==> src/rtl/lcd_tg_pkg.sv <==
package lcd_tg_pkg;

    typedef enum logic [1:0] {
        PNL_TFT   = 2'd0,
        PNL_MONO  = 2'd1,
        PNL_COLOR = 2'd2,
        PNL_RSVD  = 2'd3
    } panel_e;

    typedef enum logic [1:0] {
        BUS_4    = 2'd0,
        BUS_8    = 2'd1,
        BUS_16   = 2'd2,
        BUS_RSVD = 2'd3
    } bus_e;

    typedef enum logic [1:0] {
        ST_IDLE   = 2'd0,
        ST_PIXELS = 2'd1,
        ST_PORCH  = 2'd2,
        ST_SYNC   = 2'd3
    } seq_state_e;

    localparam int FLOOR_W = 5;

    // Shortest legal dot period in core cycles for a panel arrangement.
    function automatic logic [FLOOR_W-1:0] dot_floor(panel_e pnl, logic dual, bus_e bus);
        logic [FLOOR_W-1:0] f;
        case (pnl)
            PNL_MONO:  f = dual ? ((bus == BUS_16) ? 5'd16 : 5'd8)
                                : ((bus == BUS_4)  ? 5'd4  : 5'd8);
            PNL_COLOR: f = dual ? ((bus == BUS_16) ? 5'd6  : 5'd4) : 5'd2;
            default:   f = 5'd1;
        endcase
        return f;
    endfunction

endpackage

==> src/rtl/lcd_tg_period.sv <==
module lcd_tg_period
    import lcd_tg_pkg::*;
#(
    parameter int DIV_W = 8
) (
    input  panel_e           sh_panel,
    input  logic             sh_dual,
    input  bus_e             sh_bus,
    input  logic             sh_bypass,
    input  logic [DIV_W-1:0] sh_div,
    output logic [DIV_W:0]   period
);
    localparam int PER_W = DIV_W + 1;

    logic [PER_W-1:0] base;
    logic [PER_W-1:0] floor_v;

    always_comb begin
        floor_v = PER_W'(dot_floor(sh_panel, sh_dual, sh_bus));
        if (sh_bypass)
            base = PER_W'(1);
        else
            base = {sh_div, 1'b0};          // zero divider gives 0, lifted below
        period = (base < floor_v) ? floor_v : base;
    end
endmodule

==> src/rtl/lcd_tg_dotdiv.sv <==
module lcd_tg_dotdiv #(
    parameter int PER_W = 9
) (
    input  logic             clk,
    input  logic             rst_n,
    input  logic [PER_W-1:0] period,
    input  logic             go,
    input  logic             rise_sel,
    output logic             period_end,
    output logic             running,
    output logic             dot_clk_o,
    output logic             launch_o
);
    logic [PER_W-1:0] ph;
    logic             run;
    logic [PER_W-1:0] half;
    logic             start;

    assign half       = period >> 1;
    assign period_end = run && (ph == period - PER_W'(1));
    assign start      = go && (!run || period_end);
    assign running    = run;

    always_ff @(posedge clk) begin
        if (!rst_n) begin
            run       <= 1'b0;
            ph        <= '0;
            dot_clk_o <= 1'b0;
            launch_o  <= 1'b0;
        end else begin
            if (start) begin
                run <= 1'b1;
                ph  <= '0;
            end else if (period_end) begin
                run <= 1'b0;
            end else if (run) begin
                ph <= ph + PER_W'(1);
            end
            dot_clk_o <= run && (ph < half);
            launch_o  <= run && (ph == (rise_sel ? PER_W'(0) : half));
        end
    end

    assert_phase_bound_R2: assert property (@(posedge clk) disable iff (!rst_n)
        run |-> (ph < period));

endmodule

==> src/rtl/lcd_tg_seq.sv <==
module lcd_tg_seq
    import lcd_tg_pkg::*;
#(
    parameter int DIV_W = 8,
    parameter int PX_W  = 10,
    parameter int DLY_W = 6,
    parameter int PW_W  = 6,
    parameter int LN_W  = 10
) (
    input  logic             clk,
    input  logic             rst_n,
    input  logic [DIV_W-1:0] cfg_div,
    input  logic             cfg_bypass,
    input  logic             cfg_rise,
    input  logic             cfg_gated,
    input  panel_e           cfg_panel,
    input  logic             cfg_dual,
    input  bus_e             cfg_bus,
    input  logic [PX_W-1:0]  cfg_px,
    input  logic [DLY_W-1:0] cfg_porch,
    input  logic [PW_W-1:0]  cfg_sync_w,
    input  logic [LN_W-1:0]  cfg_lines,
    input  logic             pix_avail,
    input  logic             period_end,
    input  logic             running,
    output panel_e           sh_panel,
    output logic             sh_dual,
    output bus_e             sh_bus,
    output logic             sh_bypass,
    output logic [DIV_W-1:0] sh_div,
    output logic             sh_rise,
    output logic             go,
    output logic             den_o,
    output logic             hsync_o,
    output logic             vsync_o
);
    localparam int MAX_A = (PX_W > DLY_W) ? PX_W : DLY_W;
    localparam int CNT_W = (MAX_A > PW_W) ? MAX_A : PW_W;

    seq_state_e       state, nxt;
    logic [CNT_W-1:0] cnt, cnt_lim;
    logic [LN_W-1:0]  line;
    logic             sh_gated;
    logic [PX_W-1:0]  sh_px;
    logic [DLY_W-1:0] sh_porch;
    logic [PW_W-1:0]  sh_sync_w;
    logic [LN_W-1:0]  sh_lines;
    logic             seg_done, frame_done, load, gated_eff;

    always_comb begin
        unique case (state)
            ST_PIXELS: cnt_lim = CNT_W'(sh_px);
            ST_PORCH:  cnt_lim = CNT_W'(sh_porch);
            ST_SYNC:   cnt_lim = CNT_W'(sh_sync_w);
            ST_IDLE:   cnt_lim = '0;
        endcase
        seg_done   = period_end && (cnt == cnt_lim);
        frame_done = (state == ST_SYNC) && seg_done && (line == sh_lines);
        load       = (state == ST_IDLE) || frame_done;
        gated_eff  = load ? cfg_gated : sh_gated;
    end

    always_comb begin
        unique case (state)
            ST_IDLE:   nxt = ST_PIXELS;
            ST_PIXELS: nxt = seg_done ? ST_PORCH  : ST_PIXELS;
            ST_PORCH:  nxt = seg_done ? ST_SYNC   : ST_PORCH;
            ST_SYNC:   nxt = seg_done ? ST_PIXELS : ST_SYNC;
        endcase
        // Start decision looks at the state the new period will belong to.
        if (nxt == ST_PIXELS)
            go = !gated_eff || pix_avail;
        else
            go = (nxt != ST_IDLE);
    end

    // State register, segment and line counters, shadow configuration.
    always_ff @(posedge clk) begin
        if (!rst_n) begin
            state     <= ST_IDLE;
            cnt       <= '0;
            line      <= '0;
            sh_panel  <= PNL_TFT;
            sh_dual   <= 1'b0;
            sh_bus    <= BUS_4;
            sh_bypass <= 1'b0;
            sh_div    <= '0;
            sh_rise   <= 1'b0;
            sh_gated  <= 1'b0;
            sh_px     <= '0;
            sh_porch  <= '0;
            sh_sync_w <= '0;
            sh_lines  <= '0;
        end else begin
            state <= nxt;
            if (seg_done || (state != nxt))
                cnt <= '0;
            else if (period_end)
                cnt <= cnt + CNT_W'(1);
            if (load)
                line <= '0;
            else if ((state == ST_SYNC) && seg_done)
                line <= line + LN_W'(1);
            if (load) begin
                sh_panel  <= cfg_panel;
                sh_dual   <= cfg_dual;
                sh_bus    <= cfg_bus;
                sh_bypass <= cfg_bypass;
                sh_div    <= cfg_div;
                sh_rise   <= cfg_rise;
                sh_gated  <= cfg_gated;
                sh_px     <= cfg_px;
                sh_porch  <= cfg_porch;
                sh_sync_w <= cfg_sync_w;
                sh_lines  <= cfg_lines;
            end
        end
    end

    // Output register stage.
    always_ff @(posedge clk) begin
        if (!rst_n) begin
            den_o   <= 1'b0;
            hsync_o <= 1'b0;
            vsync_o <= 1'b0;
        end else begin
            den_o   <= (state == ST_PIXELS) && running;
            hsync_o <= (state == ST_SYNC);
            vsync_o <= (state != ST_IDLE) && (line == '0);
        end
    end

    assert_den_needs_data_R6: assert property (@(posedge clk) disable iff (!rst_n)
        ($rose(den_o) && $past(gated_eff, 2)) |-> $past(pix_avail, 2));

    assert_den_hsync_excl_R7: assert property (@(posedge clk) disable iff (!rst_n)
        !(den_o && hsync_o));

    assert_vsync_ends_after_sync_R10: assert property (@(posedge clk) disable iff (!rst_n)
        $fell(vsync_o) |-> $past(hsync_o));

endmodule

==> src/rtl/lcd_timing_gen.sv <==
module lcd_timing_gen
    import lcd_tg_pkg::*;
#(
    parameter int DIV_W = 8,
    parameter int PX_W  = 10,
    parameter int DLY_W = 6,
    parameter int PW_W  = 6,
    parameter int LN_W  = 10
) (
    input  logic             clk,
    input  logic             rst_n,
    input  logic [DIV_W-1:0] cfg_div,
    input  logic             cfg_bypass,
    input  logic             cfg_launch_rise,
    input  logic             cfg_gated,
    input  logic [1:0]       cfg_panel,
    input  logic             cfg_dual,
    input  logic [1:0]       cfg_bus,
    input  logic [PX_W-1:0]  cfg_px,
    input  logic [DLY_W-1:0] cfg_porch,
    input  logic [PW_W-1:0]  cfg_sync_w,
    input  logic [LN_W-1:0]  cfg_lines,
    input  logic             pix_avail,
    output logic             dot_clk,
    output logic             launch,
    output logic             den,
    output logic             hsync,
    output logic             vsync
);
    localparam int PER_W = DIV_W + 1;

    panel_e           sh_panel;
    bus_e             sh_bus;
    logic             sh_dual, sh_bypass, sh_rise;
    logic [DIV_W-1:0] sh_div;
    logic [PER_W-1:0] period;
    logic             go, period_end, running;

    lcd_tg_seq #(
        .DIV_W(DIV_W), .PX_W(PX_W), .DLY_W(DLY_W), .PW_W(PW_W), .LN_W(LN_W)
    ) u_seq (
        .clk        (clk),
        .rst_n      (rst_n),
        .cfg_div    (cfg_div),
        .cfg_bypass (cfg_bypass),
        .cfg_rise   (cfg_launch_rise),
        .cfg_gated  (cfg_gated),
        .cfg_panel  (panel_e'(cfg_panel)),
        .cfg_dual   (cfg_dual),
        .cfg_bus    (bus_e'(cfg_bus)),
        .cfg_px     (cfg_px),
        .cfg_porch  (cfg_porch),
        .cfg_sync_w (cfg_sync_w),
        .cfg_lines  (cfg_lines),
        .pix_avail  (pix_avail),
        .period_end (period_end),
        .running    (running),
        .sh_panel   (sh_panel),
        .sh_dual    (sh_dual),
        .sh_bus     (sh_bus),
        .sh_bypass  (sh_bypass),
        .sh_div     (sh_div),
        .sh_rise    (sh_rise),
        .go         (go),
        .den_o      (den),
        .hsync_o    (hsync),
        .vsync_o    (vsync)
    );

    lcd_tg_period #(.DIV_W(DIV_W)) u_period (
        .sh_panel  (sh_panel),
        .sh_dual   (sh_dual),
        .sh_bus    (sh_bus),
        .sh_bypass (sh_bypass),
        .sh_div    (sh_div),
        .period    (period)
    );

    lcd_tg_dotdiv #(.PER_W(PER_W)) u_div (
        .clk        (clk),
        .rst_n      (rst_n),
        .period     (period),
        .go         (go),
        .rise_sel   (sh_rise),
        .period_end (period_end),
        .running    (running),
        .dot_clk_o  (dot_clk),
        .launch_o   (launch)
    );

    assert_fall_launch_R5: assert property (@(posedge clk) disable iff (!rst_n)
        (launch && !$past(sh_rise) && ($past(period) >= PER_W'(2))) |-> $fell(dot_clk));

    assert_rise_launch_R5: assert property (@(posedge clk) disable iff (!rst_n)
        (launch && $past(sh_rise) && ($past(period) >= PER_W'(2))) |-> $rose(dot_clk));

endmodule

==> config.mk <==
export PLATFORM = sky130hd
export DESIGN_NAME = lcd_timing_gen
export DESIGN_NICKNAME = d
export VERILOG_FILES = /design/src/rtl/lcd_tg_pkg.sv /design/src/rtl/lcd_tg_period.sv /design/src/rtl/lcd_tg_dotdiv.sv /design/src/rtl/lcd_tg_seq.sv /design/src/rtl/lcd_timing_gen.sv
export SDC_FILE = /design/constraint.sdc
export NUM_CORES = 1
export LEC_CHECK = 0
export ABC_CLOCK_PERIOD_IN_PS = 14400
export BUFFER_PORTS_ARGS = -buffer_cell sky130_fd_sc_hd__buf_2
export CAP_MARGIN = 20
export CORE_MARGIN = 3
export CORE_UTILIZATION = 62
export DETAILED_ROUTE_END_ITERATION = 10
export PLACE_DENSITY = 0.88
export SYNTH_ARGS = -nofsm -noshare
export SYNTH_HDL_FRONTEND = slang
export SYNTH_SLANG_ARGS = --single-unit
==> constraint.sdc <==
create_clock -name clk -period 14.4 [get_ports clk]
set_clock_uncertainty 0.15 [all_clocks]
set_input_delay 1.44 -clock clk [delete_from_list [all_inputs] [get_ports clk]]
set_output_delay 1.44 -clock clk [all_outputs]
set_load 0.01 [all_outputs]
==> results.sh <==
export IMPL_outcome="finished, final reports clean"
export IMPL_die_w_um=94.4
export IMPL_grt_pass1_wl_mm=18.4
export IMPL_gp_congestion=0.875
export IMPL_cp_start_kind="flop"
export IMPL_async_flop_share_pct=0
export IMPL_critPathSlowestCell="nor4_4"
export IMPL_track_usage_pct=25.6
export IMPL_yosys_area_share_xor_xnor_pct=10.1
export IMPL_clockRootBuffer="clkbuf_8"
export IMPL_min_path_type="flop to flop"
export IMPL_setup_viol=0
export IMPL_die_h_um=94.4
export IMPL_antenna_found_initial=0
export IMPL_synth_mux_area_share_pct=13.8
export IMPL_drive_gt1_share_pct=16.8
export IMPL_top_level_ports=56
export IMPL_irDropWorstVdd_mv=0.0684
export IMPL_cts_repair_resized=0
export IMPL_min_to="u_seq.sh_px[1]$_SDFFE_PN0N_"
export IMPL_fillCellCount=562
export IMPL_grt_start_max_net_pins=51
export IMPL_max_slew_margin_pct=34.8
export IMPL_r2r_end="u_seq.cnt[7]$_SDFFE_PP0P_"
export IMPL_slew_violations=0
export IMPL_grt_pass1_vias=3997
export IMPL_drt_pass1_iterations=5
export IMPL_finalWirelength_mm=10.8
export IMPL_reg2reg_depth=20
export IMPL_grt_setup_unrepaired="false"
export IMPL_synth_seq_cells=85
export IMPL_fin_crit_ns=5.85
export IMPL_utilization_pct=71.5
export IMPL_path_cells="inv_1 > ha_1 > nor4b_1 > a21oi_1 > nor2_1 > inv_1 > ha_1 > a21oi_1 > o21ai_0 > a311oi_1 > mux2i_1 > ha_1 > xnor2_1 > nand3b_1 > a211o_1 > nor4_4 > nand2_1 > or3_1 > xor2_1 > nor2_1"
export IMPL_syn_inst=541
export IMPL_viasPerCell=5.88
export IMPL_insertion_delay_ns=0.36
export IMPL_die_area_mm2=0.00890
export IMPL_holdBufCountCts=0
export IMPL_synth_top_area_cell="dfxtp_1"
export IMPL_worst_pin_slew_ns=0.969
export IMPL_timing_setup_tns_ns=0
export IMPL_rows=31
export IMPL_cts_max_level=3
export IMPL_timing_final_hold_violations=0
export IMPL_detail_route_iter0_violations=218
export IMPL_fmax_mhz=171
export IMPL_cts_buffer_depth=2
export IMPL_endpoint_kind="flop"
export IMPL_synthTopCellsByArea="dfxtp_1 35%, mux2i_1 11%, nor2_1 7.1%"
export IMPL_synthFlopType="dfxtp_1"
export IMPL_post_cts_setup_buffers=0
export IMPL_synth_top_family_by_area="simple AND/OR/NAND/NOR gates"
export IMPL_maxCapViolCount=0
export IMPL_synthTopCellsByCount="92 x nor2_1, 85 x dfxtp_1, 53 x mux2i_1"
export IMPL_start_util_pct=65.3
export IMPL_yosysWarnings=0
export IMPL_n_antenna_cell=0
export IMPL_worstHoldPathCells=2
export IMPL_drc=0
export IMPL_crit_type="flop to flop"
export IMPL_fin_hold_ws_ns=0.353
export IMPL_hpwlAfterDp_mm=7.74
export IMPL_crit_arrival_ns=5.93
export IMPL_worst_path_largest_cell_delay_ns=0.70
export IMPL_avgSynthCellArea_um2=8.95
export IMPL_detailedPlace_worstSlack_ns=8.70
export IMPL_syn_num_nets=610
export IMPL_rrSetupSlack_ns=8.55
export IMPL_final_nets=649
export IMPL_clk_pin_slew_ns=0.09
export IMPL_min_from="u_seq.sh_px[1]$_SDFFE_PN0N_"
export IMPL_finalWorstSetupSlack_ns=8.55
export IMPL_rr_startpoint="u_seq.sh_panel[1]$_SDFFE_PN0N_"
export IMPL_pwr_density_cell_mw_per_mm2=93.4
export IMPL_leakagePower_nw=2.21
export IMPL_grt_overflow=0
export IMPL_synth_fa_ha_area_share_pct=4.65
export IMPL_crit_fanout=12
export IMPL_cpMostUsedCell="ha_1"
export IMPL_crit_required_ns=14.48
export IMPL_ys_types=65
export IMPL_cts_tree="yes"
export IMPL_num_vias=4019
export IMPL_ant_nets=0
export IMPL_synth_edf_count=0
export IMPL_seq_area_frac_synth_pct=35.2
export IMPL_synth_simple_area_share_pct=21.6
export IMPL_core_area_mm2=0.00741
export IMPL_synth_most_common_cell="nor2_1"
export IMPL_cts_buffers_inserted=9
export IMPL_synth_compound_area_share_pct=9.93
export IMPL_fin_crit_sh_pct=40.6
export IMPL_syn2layout_area_growth_pct=9.38
export IMPL_netlist_area_mm2=0.00484
export IMPL_wl_per_cell_um=15.8
export IMPL_port_buffers=55
export IMPL_synth_top_cell_area_share_pct=35.2
export IMPL_cts_sinks=85
-- per-layer routing --
layer	share of wire, %	up-vias	GRT usage (%)
met5	0	-	0
li1	-	1958	-
met1	41	1918	29.7
met3	4.9	15	4.78
met2	53	128	47.2
met4	1.3	0	8.30
-- worst max-delay path by stage --
stage                                        start                        end  cells past startpoint
global route        u_seq.sh_panel[0]$_SDFFE_PN0N_   u_div.ph[8]$_SDFFE_PP0P_                     19
floorplan           u_seq.sh_panel[1]$_SDFFE_PN0N_  u_seq.cnt[7]$_SDFFE_PP0P_                     21
global placement    u_seq.sh_panel[1]$_SDFFE_PN0N_   u_div.ph[7]$_SDFFE_PP0P_                     20
CTS                 u_seq.sh_panel[0]$_SDFFE_PN0N_  u_seq.cnt[7]$_SDFFE_PP0P_                     19
finish              u_seq.sh_panel[1]$_SDFFE_PN0N_  u_seq.cnt[7]$_SDFFE_PP0P_                     20
detailed placement  u_seq.sh_panel[1]$_SDFFE_PN0N_  u_seq.cnt[7]$_SDFFE_PP0P_                     20
-- area by class of cell --
class | count | area [um2] | share of cell area (%)
sequential | 85 | 1700 | 32.1
tap | 99 | 124 | 2.34
inverter | 24 | 90.1 | 1.70
multi-input combinational | 403 | 2920 | 55.2
timing repair buffer | 57 | 290 | 5.48
clock inverter | 4 | 25.0 | 0.473
clock buffer | 11 | 141 | 2.67
-- where the power goes --
part	leakage, nW	internal (mW)	total, mW	switching (mW)
sequential	0.696	0.245	0.255	0.0105
combinational	1.43	0.0412	0.0878	0.0466
clock	0.0812	0.0659	0.151	0.0853
total	2.21	0.352	0.494	0.142
-- critical path: cells and delay by family (launching register included) --
kind                       cells  cell delay (ns)
AOI/OAI and AO/OA              5             1.30
xor gates and xnor gates       2             0.36
adders and majority gates      3             0.82
buffers and inverters          2             0.15
DFF                            1             0.34
muxes                          1             0.43
and+or+nand+nor                7             2.19
-- sequential cells by signal (all words and copies together) (netlist names), 2 cells and up --
signal,cells
u_seq.sh_bus,2
u_seq.sh_lines,10
u_seq.sh_div,8
u_seq.cnt,10
u_seq.sh_porch,6
u_seq.sh_px,10
u_seq.sh_panel,2
u_seq.sh_sync_w,6
u_div.ph,9
u_seq.state,2
u_seq.line,10
-- stage by stage --
stage / total power [mW] / std cells / cell area [um2]
2_1_floorplan: 0.325 / 541 / 4840
3_3_place_gp: 0.342 / 668 / 5130
3_5_place_dp: 0.347 / 668 / 5130
4_1_cts: 0.497 / 683 / 5300
5_1_grt: 0.519 / 683 / 5300
6_report: 0.494 / 683 / 5300
-- cells by family (layout without fill, tap and decap cells) --
| family | count (synthesis) | count (layout) |
|---|---|---|
| AO/OA/AOI/OAI | 69 | 69 |
| multiplexers | 63 | 63 |
| adder cells (fa/ha/maj) | 18 | 18 |
| flip-flops | 85 | 85 |
| AND/OR/NAND/NOR | 197 | 197 |
| XOR/XNOR | 56 | 56 |
| buffers and inverters | 53 | 96 |
-- cells in the final DEF (no fill, tap or decap), drive strengths merged, types with 11 or more instances in the layout --
master  instances
a21oi          14
buf            57
clkbuf         11
dfxtp          85
ha             18
inv            23
mux2i          55
nand2          24
nor2           93
nor2b          11
nor4           14
o21ai          12
xnor2          28
xor2           28
No activity file was read; power rests on OpenSTA's default activity.
